[src/rtl/vem_pkg.sv]
package vem_pkg;

  localparam int SCL_W = 64;

  typedef enum logic [1:0] {
    OP_COPY_S = 2'd0,
    OP_COPY_U = 2'd1,
    OP_INSERT = 2'd2,
    OP_FILL   = 2'd3
  } vem_op_e;

  typedef enum logic [1:0] {
    FMT_BYTE = 2'd0,
    FMT_HALF = 2'd1,
    FMT_WORD = 2'd2,
    FMT_DBL  = 2'd3
  } vem_fmt_e;

  // Byte offset inside a lane for a given byte position of the vector.
  function automatic logic [2:0] lane_byte_off(logic [2:0] pos, logic [1:0] fmt);
    logic [2:0] mask;
    mask = (3'd1 << fmt) - 3'd1;
    return pos & mask;
  endfunction

endpackage

[src/rtl/vem_fmt_decode.sv]
module vem_fmt_decode #(
  parameter int NBYTES = 16,
  parameter int IDX_W  = 4
) (
  input  logic [1:0]       fmt,
  input  logic [IDX_W-1:0] idx,
  output logic [IDX_W:0]   lane_cnt,
  output logic             idx_ok
);

  localparam logic [IDX_W:0] NB = (IDX_W+1)'(NBYTES);

  always_comb begin
    lane_cnt = NB >> fmt;
    idx_ok   = ({1'b0, idx} < lane_cnt);
  end

endmodule

[src/rtl/vem_extract.sv]
module vem_extract
  import vem_pkg::*;
#(
  parameter int VEC_W = 128,
  parameter int IDX_W = 4
) (
  input  logic [1:0]       fmt,
  input  logic [IDX_W-1:0] idx,
  input  logic             sgn,
  input  logic [VEC_W-1:0] vec,
  output logic [SCL_W-1:0] elem
);

  function automatic logic [SCL_W-1:0] pick_lane(
    logic [VEC_W-1:0] v, logic [1:0] f, logic [IDX_W-1:0] n, logic s);
    logic [VEC_W-1:0] sh;
    int unsigned      amt;
    logic [SCL_W-1:0] r;
    amt = int'(n) * (8 << f);
    sh  = v >> amt;
    case (f)
      FMT_BYTE: r = s ? {{56{sh[7]}},  sh[7:0]}  : {56'd0, sh[7:0]};
      FMT_HALF: r = s ? {{48{sh[15]}}, sh[15:0]} : {48'd0, sh[15:0]};
      FMT_WORD: r = s ? {{32{sh[31]}}, sh[31:0]} : {32'd0, sh[31:0]};
      default:  r = sh[SCL_W-1:0];
    endcase
    return r;
  endfunction

  always_comb elem = pick_lane(vec, fmt, idx, sgn);

endmodule

[src/rtl/vem_lane_write.sv]
module vem_lane_write
  import vem_pkg::*;
#(
  parameter int NBYTES = 16,
  parameter int IDX_W  = 4
) (
  input  logic [1:0]          fmt,
  input  logic [IDX_W-1:0]    idx,
  input  logic                fill,
  input  logic [SCL_W-1:0]    scalar,
  input  logic [8*NBYTES-1:0] vec,
  output logic [8*NBYTES-1:0] vec_new,
  output logic [NBYTES-1:0]   byte_sel
);

  for (genvar b = 0; b < NBYTES; b++) begin : g_byte
    localparam logic [IDX_W-1:0] BPOS = IDX_W'(b);
    localparam logic [2:0]       BLOW = 3'(b);
    logic [2:0] off;
    always_comb begin
      off         = lane_byte_off(BLOW, fmt);
      byte_sel[b] = fill | ((BPOS >> fmt) == idx);
      vec_new[8*b +: 8] = byte_sel[b] ? scalar[{off, 3'b000} +: 8]
                                      : vec[8*b +: 8];
    end
  end

endmodule

[src/rtl/vec_elem_mover.sv]
module vec_elem_mover
  import vem_pkg::*;
#(
  parameter  int VEC_W  = 128,
  localparam int NBYTES = VEC_W / 8,
  localparam int IDX_W  = $clog2(NBYTES)
) (
  input  logic             clk,
  input  logic             rst,
  input  logic             start,
  input  logic [1:0]       op,
  input  logic [1:0]       fmt,
  input  logic [IDX_W-1:0] idx,
  input  logic [SCL_W-1:0] scalar_in,
  input  logic [VEC_W-1:0] vec_in,
  output logic [SCL_W-1:0] scalar_out,
  output logic [VEC_W-1:0] vec_out,
  output logic             scalar_we,
  output logic             vec_we,
  output logic             idx_err,
  output logic             done
);

  // Named internal events, also watched by the checker.
  logic [IDX_W:0]   lane_cnt;
  logic             idx_ok;
  logic [SCL_W-1:0] copy_val;
  logic [VEC_W-1:0] lane_val;
  logic [NBYTES-1:0] byte_sel;
  logic             is_copy;
  logic             is_fill;

  assign is_copy = (op == OP_COPY_S) || (op == OP_COPY_U);
  assign is_fill = (op == OP_FILL);

  vem_fmt_decode #(.NBYTES(NBYTES), .IDX_W(IDX_W)) u_dec (
    .fmt      (fmt),
    .idx      (idx),
    .lane_cnt (lane_cnt),
    .idx_ok   (idx_ok)
  );

  vem_extract #(.VEC_W(VEC_W), .IDX_W(IDX_W)) u_ext (
    .fmt  (fmt),
    .idx  (idx),
    .sgn  (op == OP_COPY_S),
    .vec  (vec_in),
    .elem (copy_val)
  );

  vem_lane_write #(.NBYTES(NBYTES), .IDX_W(IDX_W)) u_wr (
    .fmt      (fmt),
    .idx      (idx),
    .fill     (is_fill),
    .scalar   (scalar_in),
    .vec      (vec_in),
    .vec_new  (lane_val),
    .byte_sel (byte_sel)
  );

  always_ff @(posedge clk) begin
    if (rst) begin
      scalar_out <= '0;
      vec_out    <= '0;
      scalar_we  <= 1'b0;
      vec_we     <= 1'b0;
      idx_err    <= 1'b0;
      done       <= 1'b0;
    end else begin
      done      <= start;
      scalar_we <= 1'b0;
      vec_we    <= 1'b0;
      idx_err   <= 1'b0;
      if (start) begin
        if (!is_fill && !idx_ok) begin
          idx_err <= 1'b1;
        end else if (is_copy) begin
          scalar_out <= copy_val;
          scalar_we  <= 1'b1;
        end else begin
          vec_out <= lane_val;
          vec_we  <= 1'b1;
        end
      end
    end
  end

endmodule

[config.mk]
export PLATFORM = sky130hd
export DESIGN_NAME = vec_elem_mover
export DESIGN_NICKNAME = d
export VERILOG_FILES = /design/src/rtl/vem_pkg.sv /design/src/rtl/vem_fmt_decode.sv /design/src/rtl/vem_extract.sv /design/src/rtl/vem_lane_write.sv /design/src/rtl/vec_elem_mover.sv
export SDC_FILE = /design/constraint.sdc
export NUM_CORES = 1
export LEC_CHECK = 0
export ABC_AREA = 1
export BUFFER_PORTS_ARGS = -buffer_cell sky130_fd_sc_hd__buf_2
export CAP_MARGIN = 40
export CELL_PAD_IN_SITES_DETAIL_PLACEMENT = 0
export CELL_PAD_IN_SITES_GLOBAL_PLACEMENT = 1
export CORE_MARGIN = 8
export CORE_UTILIZATION = 25
export CTS_CLUSTER_SIZE = 8
export DETAILED_ROUTE_END_ITERATION = 7
export GPL_TIMING_DRIVEN = 1
export PLACE_DENSITY_LB_ADDON = 0.1
export SLEW_MARGIN = 10
export SYNTH_ARGS = -nofsm -noshare
export SYNTH_HDL_FRONTEND = slang
export SYNTH_SLANG_ARGS = --single-unit
[constraint.sdc]
create_clock -name clk -period 5.75 [get_ports clk]
set_input_delay 0.8625 -clock clk [delete_from_list [all_inputs] [get_ports clk]]
set_output_delay 0.8625 -clock clk [all_outputs]
set_load 0.02 [all_outputs]
Yosys cells after proc, flatten, opt, wreduce, memory -nomap -nowiden --
Cells that the tools add are included.
Storage, ports and cells: register bits after elaboration 196, input port bits 203, output and inout port bits 196, logic and storage cells 108
Operators by class: add/subtract/negate cells 1, multiply operators 1, $lt $le $gt $ge 1, equality and inequality tests 20, shift-type cells 27, multiplexer cells 23, bitwise gates (word level) 19, reduce and logical (&&, ||, !) cells 10
Operators by type and width (count):
- 64-bit by 7-bit indexed part select with 8-bit output | 4
- 64-bit 2-to-1 mux | 3
- 64-bit one-hot mux with 3 select lines | 1
- 8-bit 2-to-1 mux | 16
- 64-bit by 6-bit indexed part select with 8-bit output | 2
- 128-bit by 32-bit >> shifter with 64-bit output | 1
- 4-bit equality test | 16
- 64-bit by 5-bit indexed part select with 8-bit output | 1
- 5-bit by 32-bit multiplier with 32-bit output | 1
- 4-bit by 2-bit left shift with 32-bit output (first input constant) | 1
- 4-bit by 2-bit >> shifter with 4-bit output (first input constant) | 8
- 1-bit OR | 16
- 3-bit by 2-bit >> shifter with 4-bit output (first input constant) | 4
- 1-bit by 2-bit >> shifter with 4-bit output (first input constant) | 2
- 2-bit by 2-bit >> shifter with 4-bit output (first input constant) | 2
- 3-bit AND reduction | 2
- 4-bit by 5-bit < comparator with 1-bit output | 1
- 5-bit by 2-bit >> shifter with 5-bit output (first input constant) | 1
- 2-bit by 1-bit equality test with 1-bit output (second input constant) | 2
- 2-bit equality test (second input constant) | 2
- 2-bit zero test | 2
- 1-bit 2-to-1 mux | 3
- 1-bit NOT | 3
- 3-bit OR reduction | 1
- 6 further kinds | 7

Longest topological paths before layout --
Gate-level depths: netlist of the first run.
depth after elaboration 6, depth in mapped cells 28, depth with buffers taken out 25

Cells and area by module --
Synthesis of the first run repeated with hierarchy kept, for this count alone.
Second synthesis, totals: cells, all modules 3654, area, all modules 19560.0 µm²
Modules (own cells, without submodules):
- vec_elem_mover | instances 1, cells an instance 1406, area an instance 9142.5 µm², sequential area each 3923.8 µm²
- vem_extract | instances 1, cells an instance 1412, area an instance 6510.0 µm², sequential area each 0.0 µm²
- vem_lane_write | instances 1, cells an instance 812, area an instance 3778.6 µm², sequential area each 0.0 µm²
- vem_fmt_decode | instances 1, cells an instance 24, area an instance 128.9 µm², sequential area each 0.0 µm²

Worst setup path before layout of the first run --
No wires, ideal clock.
kind input -> register, start point input fmt[1], end point register scalar_out[51], setup time 0.119 ns, arrival 4.478 ns, required time 5.631 ns, path slack 1.154 ns, stages 25, path through inv_1 -> ha_1 -> ha_1 -> ha_1 -> ha_1 -> fa_1 -> inv_1 -> fa_1 -> nand2_1 -> inv_2 -> nand2_1 -> nand2_2 -> buf_2 -> nand3_1 -> nand2_1 -> nand2_1 -> nand2_1 -> nand3_1 -> nand3_1 -> nand3_4 -> nand3_2 -> buf_6 -> buf_12 -> nor2_2 -> nor2_2
On the way: word-level cells in the longest chain between the ends 6, elaborated cells on any way between the ends 16
Ends and longest elaborated chain:
- start: declaration | line vec_elem_mover.sv:12 | input logic [1:0] fmt,
- parallel branches: the longest is 6 deep, another holds 5-bit by 32-bit multiplier with 32-bit output
- end signal: assignment | line vec_elem_mover.sv:78 | scalar_out <= copy_val;
- end: declaration | line vec_elem_mover.sv:16 | output logic [SCL_W-1:0] scalar_out,
Several ways; the timed one is not identified. A chain may end at the register's enable or synchronous reset.

Worst setup path after layout of the first run --
start point input fmt[1], end point register scalar_out[16]
The elaborated chain is that of the path after synthesis.

==> metrics.md, run 1 <==
| Metric | Value |
|---|---|
| Number of filler instances in the final layout | `7511` |
| Area growth from synthesis to final layout | `21.6%` |
| Number of cells on the worst reg-to-reg path | `2` |
| Detailed-routed wire length on met2 | `48700 µm` |
| Sequential cell area fraction in the yosys report | `0.243` |
| Number of global-route vias before repair | `20300` |
| Share of the cycle needed by the critical path after routing | `0.910` |
| First-pass iteration count of the detailed router | `6` |
| Number of antenna violations at the first check in global routing | `6` |
| Leakage power summed over all cells | `9.40 nW` |
| Syn_nets | `3024` |
| Estimated wirelength of the detail-placed design | `84100 µm` |
| Synth warnings | `0` |
| DP Cell Count | `3872` |
| Die height | `270 µm` |
| Number of vias per cell after detailed routing | `5.29` |
| DRT iter0 DRCs | `2306` |
| Peak supply drop | `0.236 mV` |
| Synthesized instance count | `2776` |
| Final critical-path required period | `5240 ps` |
| Number of storage elements in the synthesis netlist | `196` |
| Routed wire length | `105000 µm` |
| Top cells by area in the synthesized netlist | `dfxtp_1 (24%), nand2_1 (18%), nand3_1 (12%)` |
| Final clock skew | `0 ps` |
| Routability congestion estimate from global placement | `0.912` |
| RSZ-0062 raised after global routing | `no` |
| Wl on met1 | `47500 µm` |
| Highest routing layer actually used | `met4` |
| Number of enable flip-flop cells after synthesis | `0` |
| Number of buffers added for setup after CTS | `0` |
| NumNets Final | `3284` |
| Commonest cells in the netlist | `nand2_1 (760), nand3_1 (372), o21ai_0 (300), inv_1 (216), nor2_1 (205)` |
| Area leader, netlist | `dfxtp_1` |
| Kind of critical path | `primary input to register` |
| Wire length of the first global-routing pass | `150000 µm` |
| Type of the tightest min-delay check | `register to register` |
| Starting density of the core | `0.252` |
| Buffer levels on the longest clock path | `2` |
| Power density relative to cell area | `255 mW/mm²` |
| Portion of synthesized cell area occupied by the leading cell type | `0.243` |
| Dominant register cell in the synthesized netlist | `dfxtp_1` |
| # H-tree levels | `4` |
| Tightest Pin Transition | `956 ps` |
| Async set or reset register ratio after synthesis | `0` |
| Kind of end point of the critical path | `register` |
| Crit Path Max Fanout | `54` |
| Total number of placement rows | `93` |
| Pin count of the biggest net entering global routing | `152` |
| I/O Buffers | `398` |
| CTS Buf Count | `17` |
| Grt total ovfl | `0` |
| Number of gates resized after CTS | `0` |
| Non-filler cells, final | `3906` |
| Number of sinks on the clock net | `196` |
| Ports | `399` |
| Overall die width | `270 µm` |
| Number of hold violations in the final report | `0` |
| Number of remaining DRC errors | `0` |
| Final Max Slew Viols | `0` |
| Status | `complete, no violations` |
| Share of cells above drive strength 1 | `0.188` |
| Maximum clock frequency | `191 MHz` |
| Met3 WL post-DR | `5400 µm` |
| Aggregate global-route resource usage | `0.278` |
| Post-Route Utilization | `0.306` |
| TritonCTS clock tree | `done` |
| Residual antenna-violating net count after detailed routing | `0` |
| Hold Buf Count CTS | `0` |
| Critical path required time | `6140 ps` |
| Cell area after technology mapping | `0.0161 mm²` |
| Type of element launching the critical path | `primary input` |
| Reported max-cap violation count | `0` |
| Worst-Skew Late Latency | `500 ps` |
| Synth Area per Inst | `5.81 µm²` |
| Netlist cell types | `43` |
| Clock-pin slew of the registers on the worst-case setup and hold paths | `80 ps` |
| Worst endpoint data arrival time | `5630 ps` |
| Count of cells along the worst hold path | `2` |
| Root Driver | `clkbuf_16` |
| Wire per inst | `26.9 µm` |
| Vias | `20700` |
| Area of the core | `0.0641 mm²` |
| Leading cell type by number of instances after synthesis | `nand2_1` |
| Headroom to the max-slew limit | `0.356` |
| Total die area | `0.0729 mm²` |
| Count of endpoints failing setup in the final report | `0` |
[cell type report]
class,instances,area (µm²),area share
well taps,855,1070,0.0545
flip-flops and latches,196,3920,0.200
clock buffers,17,425,0.0217
multi-input cells,2132,10500,0.533
repair buffers,468,2680,0.137
inverters,221,833,0.0425
clock inverters,15,230,0.0117
diodes,2,5.00,0.000255
[cell usage in the layout, fill, tap and decap left out, types with 4 or more instances in the layout]
cell	netlist	final
o21ai_0	300	300
a21oi_1	197	197
inv_12	0	4
dfxtp_1	196	196
buf_4	3	60
or2_2	10	10
fa_1	4	4
nand3_1	372	372
mux2i_1	8	8
xnor2_1	4	4
clkbuf_16	0	17
mux2_2	18	18
ha_1	41	38
buf_12	1	11
nor2_1	205	203
o21a_1	7	7
a211oi_1	28	28
nand2_1	760	759
nor2_2	23	24
xor2_1	7	7
o22ai_1	19	19
o21bai_1	6	6
o211ai_1	26	26
clkinv_8	0	5
o21ai_1	30	30
buf_2	39	396
inv_1	216	212
nand4_1	45	45
inv_8	0	4
[final timing paths]
path                            slack, ps        endpoint     startpoint
worst max-delay path                  510  scalar_out[16]         fmt[1]
worst max register to register       4940   scalar_out[2]  scalar_out[2]
worst min register to register        460    vec_out[123]   vec_out[123]
worst min-delay path                  460    vec_out[123]   vec_out[123]
[logic make-up after synthesis]
family          after synthesis  synth area share
compound gates              624             0.209
xor+xnor                     11           0.00597
fa+ha+maj                    45            0.0368
buf+inv                     448             0.111
flops                       196             0.243
mux                          26            0.0175
simple gates               1426             0.376
[stage by stage]
stage	worst slack (ps)	cell area [µm²]	TNS [ps]	power, mW	hold WS (ps)
6_report	515	19600	0	5.01	458
5_1_grt	211	19600	0	5.26	473
4_1_cts	567	19600	0	5.02	461
3_3_place_gp	-31.3	18900	-31.3	3.60	443
3_5_place_dp	8.90	19000	0	3.59	448
2_1_floorplan	1150	16100	0	2.71	531
[worst max-delay path, stage by stage]
cell and delay [ps]:
buf_2 200, inv_1 130, ha_1 260, ha_1 200, ha_1 300, ha_1 300, fa_1 570, inv_1 70
fa_1 440, nand2_1 90, inv_2 40, nand2_1 70, nand2_2 80, nand2_4 200, buf_12 280, buf_12 210
nor2_1 90, o21ai_0 430, nand2_1 150, nand3_1 110, nand3_1 70, nand3_1 220, nand2_1 80, nor2_1 90
nor2_1 40
[power breakdown]
part	internal [mW]	switching, mW
Sequential	1.44	0.0535
Clock	0.652	0.765
Combinational	0.585	1.51
[flip-flops by register name, summed over array words and instances (netlist names)]
register and cells:
scalar_out 64, done 1, vec_out 128, idx_err 1, scalar_we 1, vec_we 1
[per-layer routing]
metal  track usage  up-vias
li1              -     9702
met1         0.367    10100
met2         0.456      756
met3        0.0427      133
met4        0.0952        0
met5             0        -
No activity file was read; power rests on OpenSTA's default activity.
==> run 2, diff against run 1 <==
--- a/config.mk
+++ b/config.mk
@@ -5,7 +5,6 @@
 export SDC_FILE = /design/constraint.sdc
 export NUM_CORES = 1
 export LEC_CHECK = 0
-export ABC_AREA = 1
 export BUFFER_PORTS_ARGS = -buffer_cell sky130_fd_sc_hd__buf_2
 export CAP_MARGIN = 40
 export CELL_PAD_IN_SITES_DETAIL_PLACEMENT = 0
@@ -14,7 +13,7 @@
 export CORE_UTILIZATION = 25
 export CTS_CLUSTER_SIZE = 8
 export DETAILED_ROUTE_END_ITERATION = 7
-export GPL_TIMING_DRIVEN = 1
+export GPL_TIMING_DRIVEN = 0
 export PLACE_DENSITY_LB_ADDON = 0.1
 export SLEW_MARGIN = 10
 export SYNTH_ARGS = -nofsm -noshare
==> metrics.md, run 2 <==
| Metric | Value |
|---|---|
| Die height | `258 µm (was 270 µm)` |
| Aggregate global-route resource usage | `0.299 (was 0.278)` |
| Cell area after technology mapping | `0.0146 mm² (was 0.0161 mm²)` |
| Async set or reset register ratio after synthesis | `0 (unchanged)` |
| Root Driver | `clkbuf_16 (unchanged)` |
| DP Cell Count | `2934 (was 3872)` |
| Top cells by area in the synthesized netlist | `dfxtp_1 (27%), mux2i_1 (13%), mux4_2 (7.5%) (was dfxtp_1 (24%), nand2_1 (18%), nand3_1 (12%))` |
| Leading registers by flop count | `vec_out: 128 flops, scalar_out: 64 flops (unchanged)` |
| Tightest Pin Transition | `998 ps (was 956 ps)` |
| NumNets Final | `2437 (was 3284)` |
| Vias | `17200 (was 20700)` |
| Number of antenna violations at the first check in global routing | `5 (was 6)` |
| RSZ-0062 raised after global routing | `no (unchanged)` |
| DP Worst Slack | `-968 ps (was 8.90 ps)` |
| CTS Buf Count | `17 (unchanged)` |
| Number of sinks on the clock net | `196 (unchanged)` |
| Overall die width | `258 µm (was 270 µm)` |
| Synthesized instance count | `1751 (was 2776)` |
| Buffer levels on the longest clock path | `2 (unchanged)` |
| Area growth from synthesis to final layout | `26.0% (was 21.6%)` |
| Routed wire length | `103000 µm (was 105000 µm)` |
| Worst setup endpoint | `scalar_out[19] (was scalar_out[16])` |
| Ports | `399 (unchanged)` |
| Grt total ovfl | `0 (unchanged)` |
| Maximum clock frequency | `176 MHz (was 191 MHz)` |
| Number of remaining DRC errors | `0 (unchanged)` |
| Peak supply drop | `0.269 mV (was 0.236 mV)` |
| Total die area | `0.0665 mm² (was 0.0729 mm²)` |
| Power density relative to cell area | `257 mW/mm² (was 255 mW/mm²)` |
| Leading cell type by number of instances after synthesis | `nand2_1 (unchanged)` |
| DRT iter0 DRCs | `1770 (was 2306)` |
| Finished Cell Area | `0.0184 mm² (was 0.0196 mm²)` |
| Placed standard-cell area | `0.0178 mm² (was 0.0190 mm²)` |
| Count of endpoints failing setup in the final report | `0 (unchanged)` |
| Pin count of the biggest net entering global routing | `21 (was 152)` |
| Synth Area per Inst | `8.35 µm² (was 5.81 µm²)` |
| Type of the tightest min-delay check | `register to register (unchanged)` |
| Hold Buf Count CTS | `0 (unchanged)` |
| Number of storage elements in the synthesis netlist | `196 (unchanged)` |
| First-pass iteration count of the detailed router | `5 (was 6)` |
| Reg2reg setup slack | `4970 ps (was 4940 ps)` |
| Leakage power summed over all cells | `7.71 nW (was 9.40 nW)` |
| Number of filler instances in the final layout | `6275 (was 7511)` |
| Worst flop-to-flop path startpoint | `vec_out[69] (was scalar_out[2])` |
| Number of buffers added for setup after CTS | `0 (unchanged)` |
| Minimum hold slack | `457 ps (was 458 ps)` |
| Diodes inserted | `0 (was 2)` |
| Most common cell after layout, fill and taps aside | `buf_2 (was nand2_1)` |
| Crit Path Max Fanout | `10 (was 54)` |
| # H-tree levels | `4 (unchanged)` |
| I/O Buffers | `396 (was 398)` |
| Syn_nets | `1999 (was 3024)` |
| Register cell area after layout | `0.00392 mm² (unchanged)` |
| Share of the cycle needed by the critical path after routing | `0.987 (was 0.910)` |
| End of the worst register-to-register path | `vec_out[69] (was scalar_out[2])` |
| Starting density of the core | `0.253 (was 0.252)` |
| Synth warnings | `0 (unchanged)` |
| Netlist cell types | `70 (was 43)` |
| Total number of placement rows | `88 (was 93)` |
| Wire per inst | `34.8 µm (was 26.9 µm)` |
| Number of enable flip-flop cells after synthesis | `0 (unchanged)` |
| Setup TNS | `0 ps (unchanged)` |
| Max FFs per register | `128 (unchanged)` |
| Estimated wirelength of the detail-placed design | `87700 µm (was 84100 µm)` |
| Final critical-path required period | `5680 ps (was 5240 ps)` |
| Area of the core | `0.0578 mm² (was 0.0641 mm²)` |
| Sequential cell area fraction in the yosys report | `0.268 (was 0.243)` |
| Commonest cells in the netlist | `nand2_1 (263), dfxtp_1 (196), mux2i_1 (194), nor2_1 (171), a211oi_1 (133) (was nand2_1 (760), nand3_1 (372), o21ai_0 (300), inv_1 (216), nor2_1 (205))` |
| Worst-Skew Late Latency | `500 ps (about the same)` |
| Setup WS post-layout | `74.6 ps (was 515 ps)` |
| Worst endpoint data arrival time | `6040 ps (was 5630 ps)` |
| TritonCTS clock tree | `done (unchanged)` |
| Final Max Slew Viols | `0 (unchanged)` |
| Final clock skew | `0 ps (unchanged)` |
| Number of global-route vias before repair | `16700 (was 20300)` |
| Headroom to the max-slew limit | `0.335 (was 0.356)` |
| Register containing the most flip-flops in the final layout | `vec_out (unchanged)` |
| Portion of synthesized cell area occupied by the leading cell type | `0.268 (was 0.243)` |
| Kind of critical path | `primary input to register (unchanged)` |
| Status | `complete, no violations (unchanged)` |
| Residual antenna-violating net count after detailed routing | `0 (unchanged)` |
| Type of element launching the critical path | `primary input (unchanged)` |
| Non-filler cells, final | `2967 (was 3906)` |
| Area leader, netlist | `dfxtp_1 (unchanged)` |
| Critical path required time | `6110 ps (was 6140 ps)` |
| Routability congestion estimate from global placement | `0.971 (was 0.912)` |
| Commonest cells after routing, fill and taps aside | `buf_2 (417), nand2_1 (263), dfxtp_1 (196) (was nand2_1 (759), buf_2 (396), nand3_1 (372))` |
| Kind of end point of the critical path | `register (unchanged)` |
| Number of vias per cell after detailed routing | `5.79 (was 5.29)` |
| Critical path launch point | `fmt[1] (unchanged)` |
| Wire length of the first global-routing pass | `140000 µm (was 150000 µm)` |
| Clock-pin slew of the registers on the worst-case setup and hold paths | `90 ps (was 80 ps)` |
| Number of hold violations in the final report | `0 (unchanged)` |
| Number of cells on the worst reg-to-reg path | `2 (unchanged)` |
| Reported max-cap violation count | `0 (unchanged)` |
| Total area of multi-input combinational cells | `0.00996 mm² (was 0.0105 mm²)` |
| Share of cells above drive strength 1 | `0.275 (was 0.188)` |
| Dominant register cell in the synthesized netlist | `dfxtp_1 (unchanged)` |
-- run 2: cells by family after synthesis --
| logic type | after synthesis | synth area share |
|---|---|---|
| simple gates | 534 | 0.153 |
| compound gates | 512 | 0.244 |
| mux | 272 | 0.231 |
| buf+inv | 178 | 0.0549 |
| flops | 196 | 0.268 |
| fa+ha+maj | 45 | 0.0405 |
| xor+xnor | 14 | 0.00838 |
-- run 2: worst max-delay path, cell delays in order --
cell	delay [ps]
buf_2	240
inv_1	160
ha_1	300
ha_1	220
ha_1	300
ha_1	300
fa_1	590
inv_1	70
fa_1	570
buf_2	300
clkbuf_1	710
clkbuf_1	550
a21oi_1	70
o21ai_0	590
a211oi_1	170
-- run 2: how the worst min path moves through the flow --
stage | from | endpoint | slack (ps) | cells past startpoint
6_report | vec_out[36] | vec_out[36] | 460 | 2
5_1_grt | vec_out[35] | vec_out[35] | 470 | 2
4_1_cts | vec_out[37] | vec_out[37] | 460 | 2
3_5_place_dp | vec_out[79] | vec_out[79] | 440 | 2
3_3_place_gp | vec_out[11] | vec_out[11] | 440 | 2
2_1_floorplan | scalar_out[7] | scalar_out[7] | 530 | 2
-- run 2: layout make-up --
cell class | instances | share of cell area
Inverter | 24 | 0.00489
Buffer | 154 | 0.0389
Sequential cell | 196 | 0.213
Clock inverter | 13 | 0.00808
Tap cell | 765 | 0.0519
Clock buffer | 19 | 0.0240
Multi-Input combinational cell | 1377 | 0.540
Timing Repair Buffer | 419 | 0.119
-- run 2: report_power, final --
| part | switching [mW] | internal [mW] |
|---|---|---|
| registers | 0.0523 | 1.45 |
| logic | 1.36 | 0.595 |
| clock network | 0.683 | 0.594 |
| total | 2.10 | 2.64 |
-- run 2: layer usage --
| layer | part of all wire | vias to the layer above | global-route usage | wire [µm] |
|---|---|---|---|---|
| li1 | - | 7379 | - | - |
| met1 | 0.44 | 8673 | 0.401 | 44900 |
| met2 | 0.44 | 951 | 0.463 | 45600 |
| met3 | 0.085 | 165 | 0.0682 | 8790 |
| met4 | 0.038 | 8 | 0.112 | 3880 |
| met5 | 0.00035 | - | 0 | 36 |
-- run 2: per-stage QoR --
step	power [mW]	util
final	4.73	0.319
after CTS	4.72	0.319
after detailed placement	3.43	0.308
after global routing	4.90	0.319
after floorplan	2.54	-
after global placement	3.41	0.304
-- run 2: repair_timing --
item                       4_1_cts  5_1_grt
resized for setup                4        5
setup endpoints to repair        7       25
hold endpoints to repair         0        0
